### config.mk
export PLATFORM = sky130hd
export DESIGN_NAME = sdh_cmd_regs
export DESIGN_NICKNAME = d
export VERILOG_FILES = /design/src/rtl/sdh_pkg.sv /design/src/rtl/sdh_cmd_fsm.sv /design/src/rtl/sdh_status_bank.sv /design/src/rtl/sdh_rsp_capture.sv /design/src/rtl/sdh_cmd_regs.sv
export SDC_FILE = /design/constraint.sdc
export NUM_CORES = 1
export LEC_CHECK = 0
export ABC_AREA = 1
export ABC_CLOCK_PERIOD_IN_PS = 2500
export BUFFER_PORTS_ARGS = -buffer_cell sky130_fd_sc_hd__buf_2
export CORE_ASPECT_RATIO = 1.75
export CORE_UTILIZATION = 45
export CTS_BUF_LIST = sky130_fd_sc_hd__clkbuf_8 sky130_fd_sc_hd__clkbuf_16
export DETAILED_ROUTE_END_ITERATION = 8
export GPL_TIMING_DRIVEN = 1
export PLACE_DENSITY = 0.79
export SETUP_SLACK_MARGIN = 0.4
export SLEW_MARGIN = 15
export SYNTH_ARGS = -nofsm -noshare
export SYNTH_HDL_FRONTEND = slang
export SYNTH_HIERARCHICAL = 1
export SYNTH_SLANG_ARGS = --single-unit
### constraint.sdc
create_clock -name clk -period 2.5 [get_ports clk]
set_input_delay 0.75 -clock clk [delete_from_list [all_inputs] [get_ports clk]]
set_output_delay 0.75 -clock clk [all_outputs]
set_load 0.03 [all_outputs]
### src/rtl/sdh_pkg.sv
`timescale 1ns/1ps
package sdh_pkg;
    localparam int BUS_W     = 32;
    localparam int RSP_WORDS = 4;
    localparam int FLAG_N    = 11;

    // status / clear / mask bit positions
    localparam int F_RSP_CRC_BAD  = 0;
    localparam int F_RSP_TMO      = 2;
    localparam int F_RSP_CRC_GOOD = 4;
    localparam int F_CMD_DONE     = 6;
    localparam int F_CARD_CHG     = 10;

    // command word bit positions
    localparam int C_NEED = 6;
    localparam int C_LONG = 7;
    localparam int C_APP  = 8;
    localparam int C_EN   = 9;
    localparam int C_SRST = 10;

    // word offsets
    localparam int A_CMD    = 0;
    localparam int A_ARG    = 1;
    localparam int A_RSP0   = 2;
    localparam int A_RSPCMD = 6;
    localparam int A_STATUS = 10;
    localparam int A_CLEAR  = 11;
    localparam int A_MASK   = 12;

    typedef enum logic [1:0] {S_IDLE, S_ISSUE, S_WAIT, S_SRST} cmd_state_t;
endpackage

### src/rtl/sdh_cmd_fsm.sv
`timescale 1ns/1ps
module sdh_cmd_fsm
    import sdh_pkg::*;
#(
    parameter int RST_CYCLES = 4
) (
    input  logic              clk,
    input  logic              rst_n,
    input  logic              cmd_wr,
    input  logic              cmd_en_bit,
    input  logic              cmd_srst_bit,
    input  logic              need_rsp,
    input  logic              eng_done,
    input  logic              eng_timeout,
    input  logic              eng_crc_err,
    output logic              cmd_accept,
    output logic              eng_start,
    output logic              busy,
    output logic              srst_busy,
    output logic              capture,
    output logic [FLAG_N-1:0] set_vec
);
    localparam int CNT_W = $clog2(RST_CYCLES + 1);
    localparam logic [CNT_W-1:0] CNT_LAST = CNT_W'(RST_CYCLES - 1);

    cmd_state_t       state, state_n;
    logic [CNT_W-1:0] cnt;
    logic             srst_req;

    assign srst_req = cmd_wr && cmd_srst_bit;

    always_comb begin
        state_n = state;
        unique case (state)
            S_IDLE:  if (srst_req) state_n = S_SRST;
                     else if (cmd_accept) state_n = S_ISSUE;
            S_ISSUE: state_n = srst_req ? S_SRST : S_WAIT;
            S_WAIT:  if (srst_req) state_n = S_SRST;
                     else if (eng_done) state_n = S_IDLE;
            S_SRST:  if (cnt == CNT_LAST) state_n = S_IDLE;
        endcase
    end

    always_ff @(posedge clk or negedge rst_n) begin
        if (!rst_n) begin
            state <= S_IDLE;
            cnt   <= '0;
        end else begin
            state <= state_n;
            if (state != S_SRST) cnt <= '0;
            else                 cnt <= cnt + 1'b1;
        end
    end

    always_comb begin
        cmd_accept = 1'b0;
        eng_start  = 1'b0;
        busy       = 1'b0;
        srst_busy  = 1'b0;
        capture    = 1'b0;
        set_vec    = '0;
        unique case (state)
            S_IDLE:  cmd_accept = cmd_wr && cmd_en_bit && !cmd_srst_bit;
            S_ISSUE: begin
                eng_start = 1'b1;
                busy      = 1'b1;
            end
            S_WAIT: begin
                busy = 1'b1;
                if (eng_done) begin
                    set_vec[F_CMD_DONE] = 1'b1;
                    if (need_rsp) begin
                        if (eng_timeout)      set_vec[F_RSP_TMO]      = 1'b1;
                        else if (eng_crc_err) set_vec[F_RSP_CRC_BAD]  = 1'b1;
                        else begin
                            set_vec[F_RSP_CRC_GOOD] = 1'b1;
                            capture                 = 1'b1;
                        end
                    end
                end
            end
            S_SRST:  srst_busy = 1'b1;
        endcase
    end
endmodule

### src/rtl/sdh_status_bank.sv
`timescale 1ns/1ps
module sdh_status_bank
    import sdh_pkg::*;
(
    input  logic              clk,
    input  logic              rst_n,
    input  logic              srst,
    input  logic [FLAG_N-1:0] set_vec,
    input  logic              clr_wr,
    input  logic [FLAG_N-1:0] clr_bits,
    input  logic              mask_wr,
    input  logic [FLAG_N-1:0] mask_bits,
    input  logic              card_absent,
    output logic [FLAG_N-1:0] flags,
    output logic [FLAG_N-1:0] mask_q,
    output logic              irq
);
    logic              card_prev;
    logic [FLAG_N-1:0] set_all, clr_v;

    always_comb begin
        set_all             = set_vec;
        set_all[F_CARD_CHG] = set_vec[F_CARD_CHG] | (card_absent ^ card_prev);
        clr_v               = clr_wr ? clr_bits : '0;
    end

    always_ff @(posedge clk or negedge rst_n) begin
        if (!rst_n) begin
            flags     <= '0;
            mask_q    <= '0;
            card_prev <= 1'b0;
        end else begin
            card_prev <= card_absent;
            flags     <= (srst ? '0 : (flags & ~clr_v)) | set_all;
            if (mask_wr) mask_q <= mask_bits;
        end
    end

    assign irq = |(flags & mask_q);
endmodule

### src/rtl/sdh_rsp_capture.sv
`timescale 1ns/1ps
module sdh_rsp_capture
    import sdh_pkg::*;
(
    input  logic                             clk,
    input  logic                             rst_n,
    input  logic                             srst,
    input  logic                             capture,
    input  logic                             long_rsp,
    input  logic                             app,
    input  logic [RSP_WORDS*BUS_W-1:0]       rsp_in,
    input  logic [5:0]                       idx_in,
    output logic [RSP_WORDS-1:0][BUS_W-1:0]  rsp_words,
    output logic [6:0]                       rsp_cmd
);
    for (genvar i = 0; i < RSP_WORDS; i++) begin : g_word
        logic [BUS_W-1:0] word_q;
        logic [BUS_W-1:0] long_src;
        logic             load;
        logic [BUS_W-1:0] src;
        assign long_src = rsp_in[(RSP_WORDS-1-i)*BUS_W +: BUS_W];
        if (i == 0) begin : g_first
            assign load = capture;
            assign src  = long_rsp ? long_src : rsp_in[BUS_W-1:0];
        end else begin : g_rest
            assign load = capture && long_rsp;
            assign src  = long_src;
        end
        always_ff @(posedge clk or negedge rst_n) begin
            if (!rst_n)    word_q <= '0;
            else if (srst) word_q <= '0;
            else if (load) word_q <= src;
        end
        assign rsp_words[i] = word_q;
    end

    always_ff @(posedge clk or negedge rst_n) begin
        if (!rst_n)       rsp_cmd <= '0;
        else if (srst)    rsp_cmd <= '0;
        else if (capture) rsp_cmd <= {app, idx_in};
    end
endmodule

### src/rtl/sdh_cmd_regs.sv
`timescale 1ns/1ps
module sdh_cmd_regs
    import sdh_pkg::*;
#(
    parameter int ADDR_W     = 7,
    parameter int RST_CYCLES = 4
) (
    input  logic                       clk,
    input  logic                       rst_n,
    input  logic                       bus_wr,
    input  logic [ADDR_W-1:0]          bus_addr,
    input  logic [BUS_W-1:0]           bus_wdata,
    output logic [BUS_W-1:0]           bus_rdata,
    output logic                       eng_start,
    output logic [5:0]                 eng_index,
    output logic [BUS_W-1:0]           eng_arg,
    output logic                       eng_need_rsp,
    output logic                       eng_long_rsp,
    output logic                       eng_app,
    input  logic                       eng_done,
    input  logic                       eng_timeout,
    input  logic                       eng_crc_err,
    input  logic [RSP_WORDS*BUS_W-1:0] eng_rsp,
    input  logic [5:0]                 eng_rsp_index,
    input  logic                       card_absent,
    input  logic                       write_prot,
    output logic                       irq
);
    localparam int IDX_W = ADDR_W - 2;

    logic [IDX_W-1:0]               idx;
    logic                           cmd_wr, arg_wr, clr_wr, mask_wr;
    logic                           cmd_accept, busy, srst_busy, capture;
    logic [FLAG_N-1:0]              set_vec, flags, mask_q;
    logic [8:0]                     cmd_q;
    logic [BUS_W-1:0]               arg_q;
    logic [RSP_WORDS-1:0][BUS_W-1:0] rsp_words;
    logic [6:0]                     rsp_cmd;
    logic                           unused_bits;

    assign idx         = bus_addr[ADDR_W-1:2];
    assign unused_bits = ^{bus_addr[1:0], bus_wdata[BUS_W-1:FLAG_N]};
    assign cmd_wr      = bus_wr && (idx == IDX_W'(A_CMD));
    assign arg_wr      = bus_wr && (idx == IDX_W'(A_ARG));
    assign clr_wr      = bus_wr && (idx == IDX_W'(A_CLEAR));
    assign mask_wr     = bus_wr && (idx == IDX_W'(A_MASK));

    always_ff @(posedge clk or negedge rst_n) begin
        if (!rst_n) begin
            cmd_q <= '0;
            arg_q <= '0;
        end else begin
            if (cmd_accept) cmd_q <= bus_wdata[8:0];
            if (arg_wr)     arg_q <= bus_wdata;
        end
    end

    assign eng_index    = cmd_q[5:0];
    assign eng_need_rsp = cmd_q[C_NEED];
    assign eng_long_rsp = cmd_q[C_LONG];
    assign eng_app      = cmd_q[C_APP];
    assign eng_arg      = arg_q;

    sdh_cmd_fsm #(.RST_CYCLES(RST_CYCLES)) u_fsm (
        .clk(clk), .rst_n(rst_n),
        .cmd_wr(cmd_wr), .cmd_en_bit(bus_wdata[C_EN]), .cmd_srst_bit(bus_wdata[C_SRST]),
        .need_rsp(cmd_q[C_NEED]), .eng_done(eng_done),
        .eng_timeout(eng_timeout), .eng_crc_err(eng_crc_err),
        .cmd_accept(cmd_accept), .eng_start(eng_start), .busy(busy),
        .srst_busy(srst_busy), .capture(capture), .set_vec(set_vec)
    );

    sdh_status_bank u_status (
        .clk(clk), .rst_n(rst_n), .srst(srst_busy), .set_vec(set_vec),
        .clr_wr(clr_wr), .clr_bits(bus_wdata[FLAG_N-1:0]),
        .mask_wr(mask_wr), .mask_bits(bus_wdata[FLAG_N-1:0]),
        .card_absent(card_absent), .flags(flags), .mask_q(mask_q), .irq(irq)
    );

    sdh_rsp_capture u_rsp (
        .clk(clk), .rst_n(rst_n), .srst(srst_busy), .capture(capture),
        .long_rsp(cmd_q[C_LONG]), .app(cmd_q[C_APP]),
        .rsp_in(eng_rsp), .idx_in(eng_rsp_index),
        .rsp_words(rsp_words), .rsp_cmd(rsp_cmd)
    );

    always_comb begin
        bus_rdata = '0;
        case (idx)
            IDX_W'(A_CMD):    bus_rdata = {21'b0, srst_busy, busy, cmd_q};
            IDX_W'(A_ARG):    bus_rdata = arg_q;
            IDX_W'(A_RSPCMD): bus_rdata = {25'b0, rsp_cmd};
            IDX_W'(A_STATUS): bus_rdata = {19'b0, write_prot, card_absent, flags};
            IDX_W'(A_MASK):   bus_rdata = {21'b0, mask_q};
            default:          bus_rdata = '0;
        endcase
        for (int i = 0; i < RSP_WORDS; i++)
            if (idx == IDX_W'(A_RSP0 + i)) bus_rdata = rsp_words[i];
    end
endmodule


==> results of run 1 <==
## through the flow
step	total power (W)	setup TNS (ns)	util, %	hold WS, ns	area (sq um)
global placement	0.005411	-11.87	56.14	0.4208	12490
CTS	0.008996	-9.079	63.52	0.2128	14130
global route	0.009481	-10.71	70.04	0.2389	15580
floorplan	0.004741	-0.7951	-	0.4099	10620
finish	0.009204	-9.251	70.04	0.2044	15580
detailed placement	0.005451	-12.57	56.14	0.4410	12490
## worst min path at each step
stage	startpoint	endpoint	slack, ns
2_1_floorplan	u_fsm/cnt[0]	u_fsm/cnt[0]	0.41
5_1_grt	rst_n	u_rsp/g_word[1].word_q[16]	0.24
6_report	rst_n	eng_arg[11]	0.20
3_5_place_dp	u_fsm/cnt[0]	u_fsm/cnt[0]	0.44
4_1_cts	rst_n	u_rsp/g_word[1].word_q[16]	0.21
3_3_place_gp	u_fsm/cnt[0]	u_fsm/cnt[0]	0.42
## registers in the layout, indices dropped and copies added, names as in the netlist
signal	count
u_rsp/g_word.word_q	128
u_fsm/cnt	3
u_rsp/rsp_cmd	7
eng_arg	32
u_status/mask_q	11
cmd_q	9
u_status/flags	11
u_status/card_prev	1
u_fsm/state	2
## power by group
group	internal (W)	leakage, nW	switching, W	total [W]
sequential	0.00353	2.75	0.000228	0.00376
combinational	0.000744	5.57	0.00131	0.00205
clock	0.00200	0.373	0.00140	0.00340
total	0.00627	8.70	0.00293	0.00920
## cells in the mapped netlist (10+ instances only)
cell and n:
a31o_2 10, nand4_1 32, clkbuf_1 22, mux2_1 30
mux2_2 12, dfrtp_1 204, nor2_1 35, inv_1 33
nand2_1 646, nand3_1 125, a21oi_1 30, buf_4 14
buf_2 27, mux2_4 10
## area by class of cell
class,count,area (sq um)
sequential,204,5107
timing repair buffer,372,3189
clock inverter,12,142.6
multi-input combinational,977,5986
inverter,38,165.2
tap,296,370.4
clock buffer,26,594.3
antenna,12,30.03
fill,1628,6666
## critical path, cell delays in order
cell and delay [ns]:
buf_12 0.11, nor2_4 0.18, nand2_8 0.10, nor2_8 0.22, buf_12 0.14, buf_16 0.13, nand2_1 0.08, nand2_1 0.11
a21oi_2 0.05, nand3_2 0.08, buf_6 0.13
## routing by layer
layer	track usage, %	vias to the layer above	wire [um]
li1	-	4799	-
met1	34.70	5209	13490
met2	55.06	680	20840
met3	4.378	210	3028
met4	24.18	4	3703
met5	0	-	22
## repair_timing
| action | CTS | global route |
|---|---|---|
| endpoints found under the hold margin | 0 | 0 |
| hold buffers | 0 | 0 |
| pin swaps | 29 | 82 |
| endpoints found under the setup margin | 179 | 173 |
| cloned | 9 | 17 |
| gates resized for setup | 161 | 287 |
| setup buffers | 16 | 16 |
## kinds of logic (layout without fill, tap and decap cells)
family	count (synthesis)	count (layout)	synth area share, %
AND/OR/NAND/NOR	862	864	34.81
flip-flops	204	204	49.71
buffers and inverters	115	448	5.702
multiplexers	52	52	6.067
AO/OA/AOI/OAI	48	48	2.948
adder cells (fa/ha/maj)	6	6	0.7310
other	1	19	0.03651
==> results.md, run 1 <==
* Unrepaired setup endpoints after global routing: yes
* Pin count of the biggest net entering global routing at 55
* Top_reg_cell synth: dfrtp_1
* Peak fanout along the critical path at 5
* Clk Tree Root Cell: clkbuf_16
* DRT antenna net count at 0
* Critical Path RT at about 1.8 ns
* Slew Limit Headroom at roughly three fifths
* Crit Path Class: in -> out
* Crit share post-route at 113.9%
* Post-synth EDFFs at 0
* Final min period at 2.848 ns
* Yosys warns at 6
* R2R cell count at 15
* Min-delay worst type: in -> async
* Setup slack after layout at -0.3476 ns
* R2R Path Start: u_fsm/state[0]
* Clock sinks at 204
* GPL Wtd Cong at around 0.92
* Worst vdd ir at between 0.0006 and 0.0007 V
* Via count at roughly 11000
* Clock Tree Buf Depth at 3
* Clock transition at path regs at about 0.07 ns
* WL/cell at roughly 21 um
* Antenna violations before repair at 14
* Drt drc at 0
* Mapped Area at just over 10000 sq um
* Post-DP HPWL at approximately 24000 um
* Failing checks: setup timing
* Synth area leader: dfrtp_1
* Worst r2r dst: u_rsp/g_word[3].word_q[31]
* CP endpoint kind: output port
* Yosys reg bits at about 200
* Layout cells sized above 1 at a little under half
* Final Max Tran Viols at 0
* CP endpoint: bus_rdata[23]
* First-pass GRT wire length at approximately 57000 um
* Initial DRC Count at around 900
* Initial core utilization at 46.15%
* Number of distinct library cells after synthesis at 35
* PwrDens at roughly 600 nW/um^2
* Die width at roughly 120 um
* Final Instance Count excl. Fillers at between 1500 and 2000
* Core ar. at 22250 sq um
* Vias in the first global route at 10735
* Startpoint Class: primary input
* PortBufs at roughly 250
* Die height at about 200 um
* P_leak at roughly 8.7 nW
* Critical path launch point: bus_addr[4]
* Htree depth at 1
* Arr. time, crit path at approximately 2.1 ns
* Final #Nets at ~1800
* Ports at approximately 260
* Mapped Cells at roughly 1300
* Rows at just over 70
* Pre-antenna DRT Iters at 6
* Synth-to-layout area growth at 51.75%
* Place WS at -0.4057 ns
* Max Clock Skew at 0.03175 ns
* CTS tree: yes
* Inst Count DP at 1829
* Reg2Reg Setup Slack at about 0.34 ns
* Ranking of synthesized cells by area: dfrtp_1, nand2_1, nand3_1, mux2_1, nand4_1
* Register area share after synthesis at 49.71%
* Max-cap viol count at 0
* Async SR Flop Fraction at 100.0%
* Total wire length at 41080 um
* Cts bufs inserted at 21
* # setup viols final at 32
* Mapped Avg Cell Area at 7.973 sq um
* Full die area at roughly 23000 sq um
* Most common cell after layout, fill and taps aside: nand2_1
* Clk_lat worst skew at approximately 0.52 ns
* Synth top area share at around half
* GR Overflow Total at 0
* Hold Vio Cnt, Final at 0
* Slew @ Worst Pin at approximately 0.61 ns
* Most frequent cells in the layout: nand2_1, buf_2, dfrtp_1, nand2_2, nand3_1
* GRT Total Usage at about a third
* Vias per cell at about 5.6
* F_max at about 350 MHz
* Status: complete, but fails checks
(Power assumes the default switching activity.)
==> run 2, diff against run 1 <==
--- a/config.mk
+++ b/config.mk
@@ -12,4 +12,5 @@
 export CORE_UTILIZATION = 45
 export CTS_BUF_LIST = sky130_fd_sc_hd__clkbuf_8 sky130_fd_sc_hd__clkbuf_16
+export CTS_CLUSTER_SIZE = 30
 export DETAILED_ROUTE_END_ITERATION = 8
 export GPL_TIMING_DRIVEN = 1
==> constraint.sdc (replaced) <==
create_clock -name clk -period 2.5 [get_ports clk]
set_input_delay 0.75 -clock clk [delete_from_list [all_inputs] [get_ports clk]]
set_output_delay 0.75 -clock clk [all_outputs]
set_load 0.1 [all_outputs]
==> run 2 against run 1 <==
Effect of this change: the flow still finishes with violations (setup timing); worst setup slack got worse by 0.15 ns; combinational power up 46%; flip-flop and latch count is the same; global-route usage increased by 0.41 points; via count down 0.72%; final cell count up 0.41%; cell area is 1.1% lower; power up 8.1%; critical path type unchanged; largest cell class unchanged.
==> results.md, run 2 (same netlist as run 1, synthesis figures left out) <==
* Critical path's slowest cell: clkbuf_16
* PwrDens at 645.8 nW/um^2
* Final Cell Area at 15410 sq um
* Initial core utilization at a little under half
* Unrepaired setup endpoints after global routing: yes
* WL/cell at between 20 and 25 um
* Clock sinks at just over 200
* GRT Total Usage at 32.32%
* CP endpoint kind: output port
* Sequential power share at between 30 and 40%
* Startpoint Class: primary input
* Max reg flops at 128
* Filler instances at 1639
* Drt drc at 0
* Hold Vio Cnt, Final at 0
* PortBufs at about 250
* Vias per cell at around 5.6
* Most frequent cells in the layout: nand2_1, dfrtp_1, buf_2, nand3_1, buf_4
* Initial DRC Count at between 900 and 1000
* Min-delay worst type: in -> async
* Worst path max stage delay at 0.17 ns
* Htree depth at 1
* DRT antenna net count at 0
* Clk Tree Root Cell: clkbuf_16
* Antenna violations before repair at 16
* Clock Tree Buf Depth at 3
* Net Sw Frac at between 30% and 40%
* Crit Path Class: in -> out
* Die width at around 120 um
* Layout cells sized above 1 at about 37%
* # setup viols final at 32
* Status: complete, but fails checks
* Setup slack after layout at -0.5010 ns
* R2R cell count at 15
* Die height at 201.8 um
* CTS tree: yes
* Worst vdd ir at between 0.0005 and 0.0006 V
* Cells along the critical path: buf_8, buf_6, nor2_4, nand2_4, buf_12, nor2_8, buf_12, clkbuf_16, nand2_4, nand2_4, a21oi_4, nand3_4, buf_12
* Core ar. at about 22000 sq um
* Met3 usage at around 5%
* F_max at roughly 330 MHz
* Place WS at -0.4830 ns
* Via count at around 11000
* First-pass GRT wire length at about 57000 um
* Synth-to-layout area growth at 50.08%
* Critical Path RT at 1.75 ns
* Clock power frac at 32.1%
* Ports at about 260
* Combinational share of power at around 30%
* Failing checks: setup timing
* Arr. time, crit path at 2.25 ns
* Register area at around 5100 sq um
* Total wire length at around 40000 um
* Multi-input gate area at 5512 sq um
* CTS Hold Bufs at 0
* Full die area at 23450 sq um
* P_leak at 8.348 nW
* DP Area at between 10000 and 15000 sq um
* Vias in the first global route at between 10000 and 15000
* Clock transition at path regs at about 0.07 ns
* Crit path depth at 13
* Max-cap viol count at 0
* Peak fanout along the critical path at 5
* Cts bufs inserted at 21
* Total power at about 0.01 W
* Pre-antenna DRT Iters at 6
* Crit share post-route at 120.0%
* Most flops, register: u_rsp/g_word.word_q
* Pin count of the biggest net entering global routing at 58
* Worst Path Buf+Inv at 6
* Max Clock Skew at 0.02095 ns
* Top delay family on crit path: buffers and inverters
* GR Overflow Total at 0
* Met1 usage at a little over a third
* Final min period at roughly 3 ns
* Sw power at between 0.003 and 0.004 W
* Clk_lat worst skew at approximately 0.52 ns
* GPL Wtd Cong at 0.9085
* Met2 Use GR at a little under three fifths
* Most used routing layer: met2
* Post-DP HPWL at roughly 24000 um
* Final #Nets at ~1800
* Final Max Tran Viols at 0
* Most common cell after layout, fill and taps aside: nand2_1
* Rows at approximately 70
* P_int at between 0.006 and 0.007 W
## run 2: final timing paths
check	endpoint	start	slack (ns)
setup / recovery	bus_rdata[27]	bus_addr[6]	-0.50
hold / removal	u_rsp/g_word[2].word_q[14]	rst_n	0.19
setup reg to reg	u_rsp/g_word[0].word_q[21]	u_fsm/state[0]	0.35
hold reg to reg	u_fsm/cnt[0]	u_fsm/cnt[0]	0.46
max in group asynchronous	u_rsp/g_word[1].word_q[26]	rst_n	1.64
min in group clk	u_status/card_prev	card_absent	0.39
## run 2: area by class of cell
cell class	instances	area share [%]
clock buffers	27	3.945
diodes	17	0.2760
multi-input cells	977	35.76
well taps	296	2.403
flip-flops and latches	204	33.14
clock inverters	11	0.5845
inverters	38	1.023
repair buffers	375	22.87
## run 2: per-layer routing
layer / share of wire, % / routed length, um
met1: 33 / 13180
met2: 52 / 20720
met3: 7.0 / 2809
met4: 8.0 / 3172
met5: 0 / 0
## run 2: power by group through the flow
| stage | clock network [W] | registers [W] | logic [W] |
|---|---|---|---|
| 5_1_grt | 0.00338 | 0.00379 | 0.00312 |
| 3_5_place_dp | 0 | 0.00379 | 0.00253 |
| 6_report | 0.00320 | 0.00377 | 0.00299 |
| 4_1_cts | 0.00323 | 0.00374 | 0.00275 |
| 3_3_place_gp | 0 | 0.00378 | 0.00249 |
| 2_1_floorplan | 0 | 0.00457 | 0.000931 |
## run 2: stage by stage
step / instances / setup TNS, ns / hold slack (ns) / util, %
after detailed placement: 1837 / -14.27 / 0.4364 / 59.14
after floorplan: 1294 / -8.441 / 0.4099 / -
final: 1945 / -13.85 / 0.1922 / 69.27
after global placement: 1837 / -13.77 / 0.4182 / 59.14
after global routing: 1943 / -16.03 / 0.2192 / 69.25
after CTS: 1900 / -12.63 / 0.2074 / 65.35
## run 2: timing repair
item | CTS | global route
endpoints found under the setup margin | 148 | 197
pin swaps | 22 | 62
setup buffers | 15 | 20
cloned | 10 | 8
resized for setup | 93 | 141
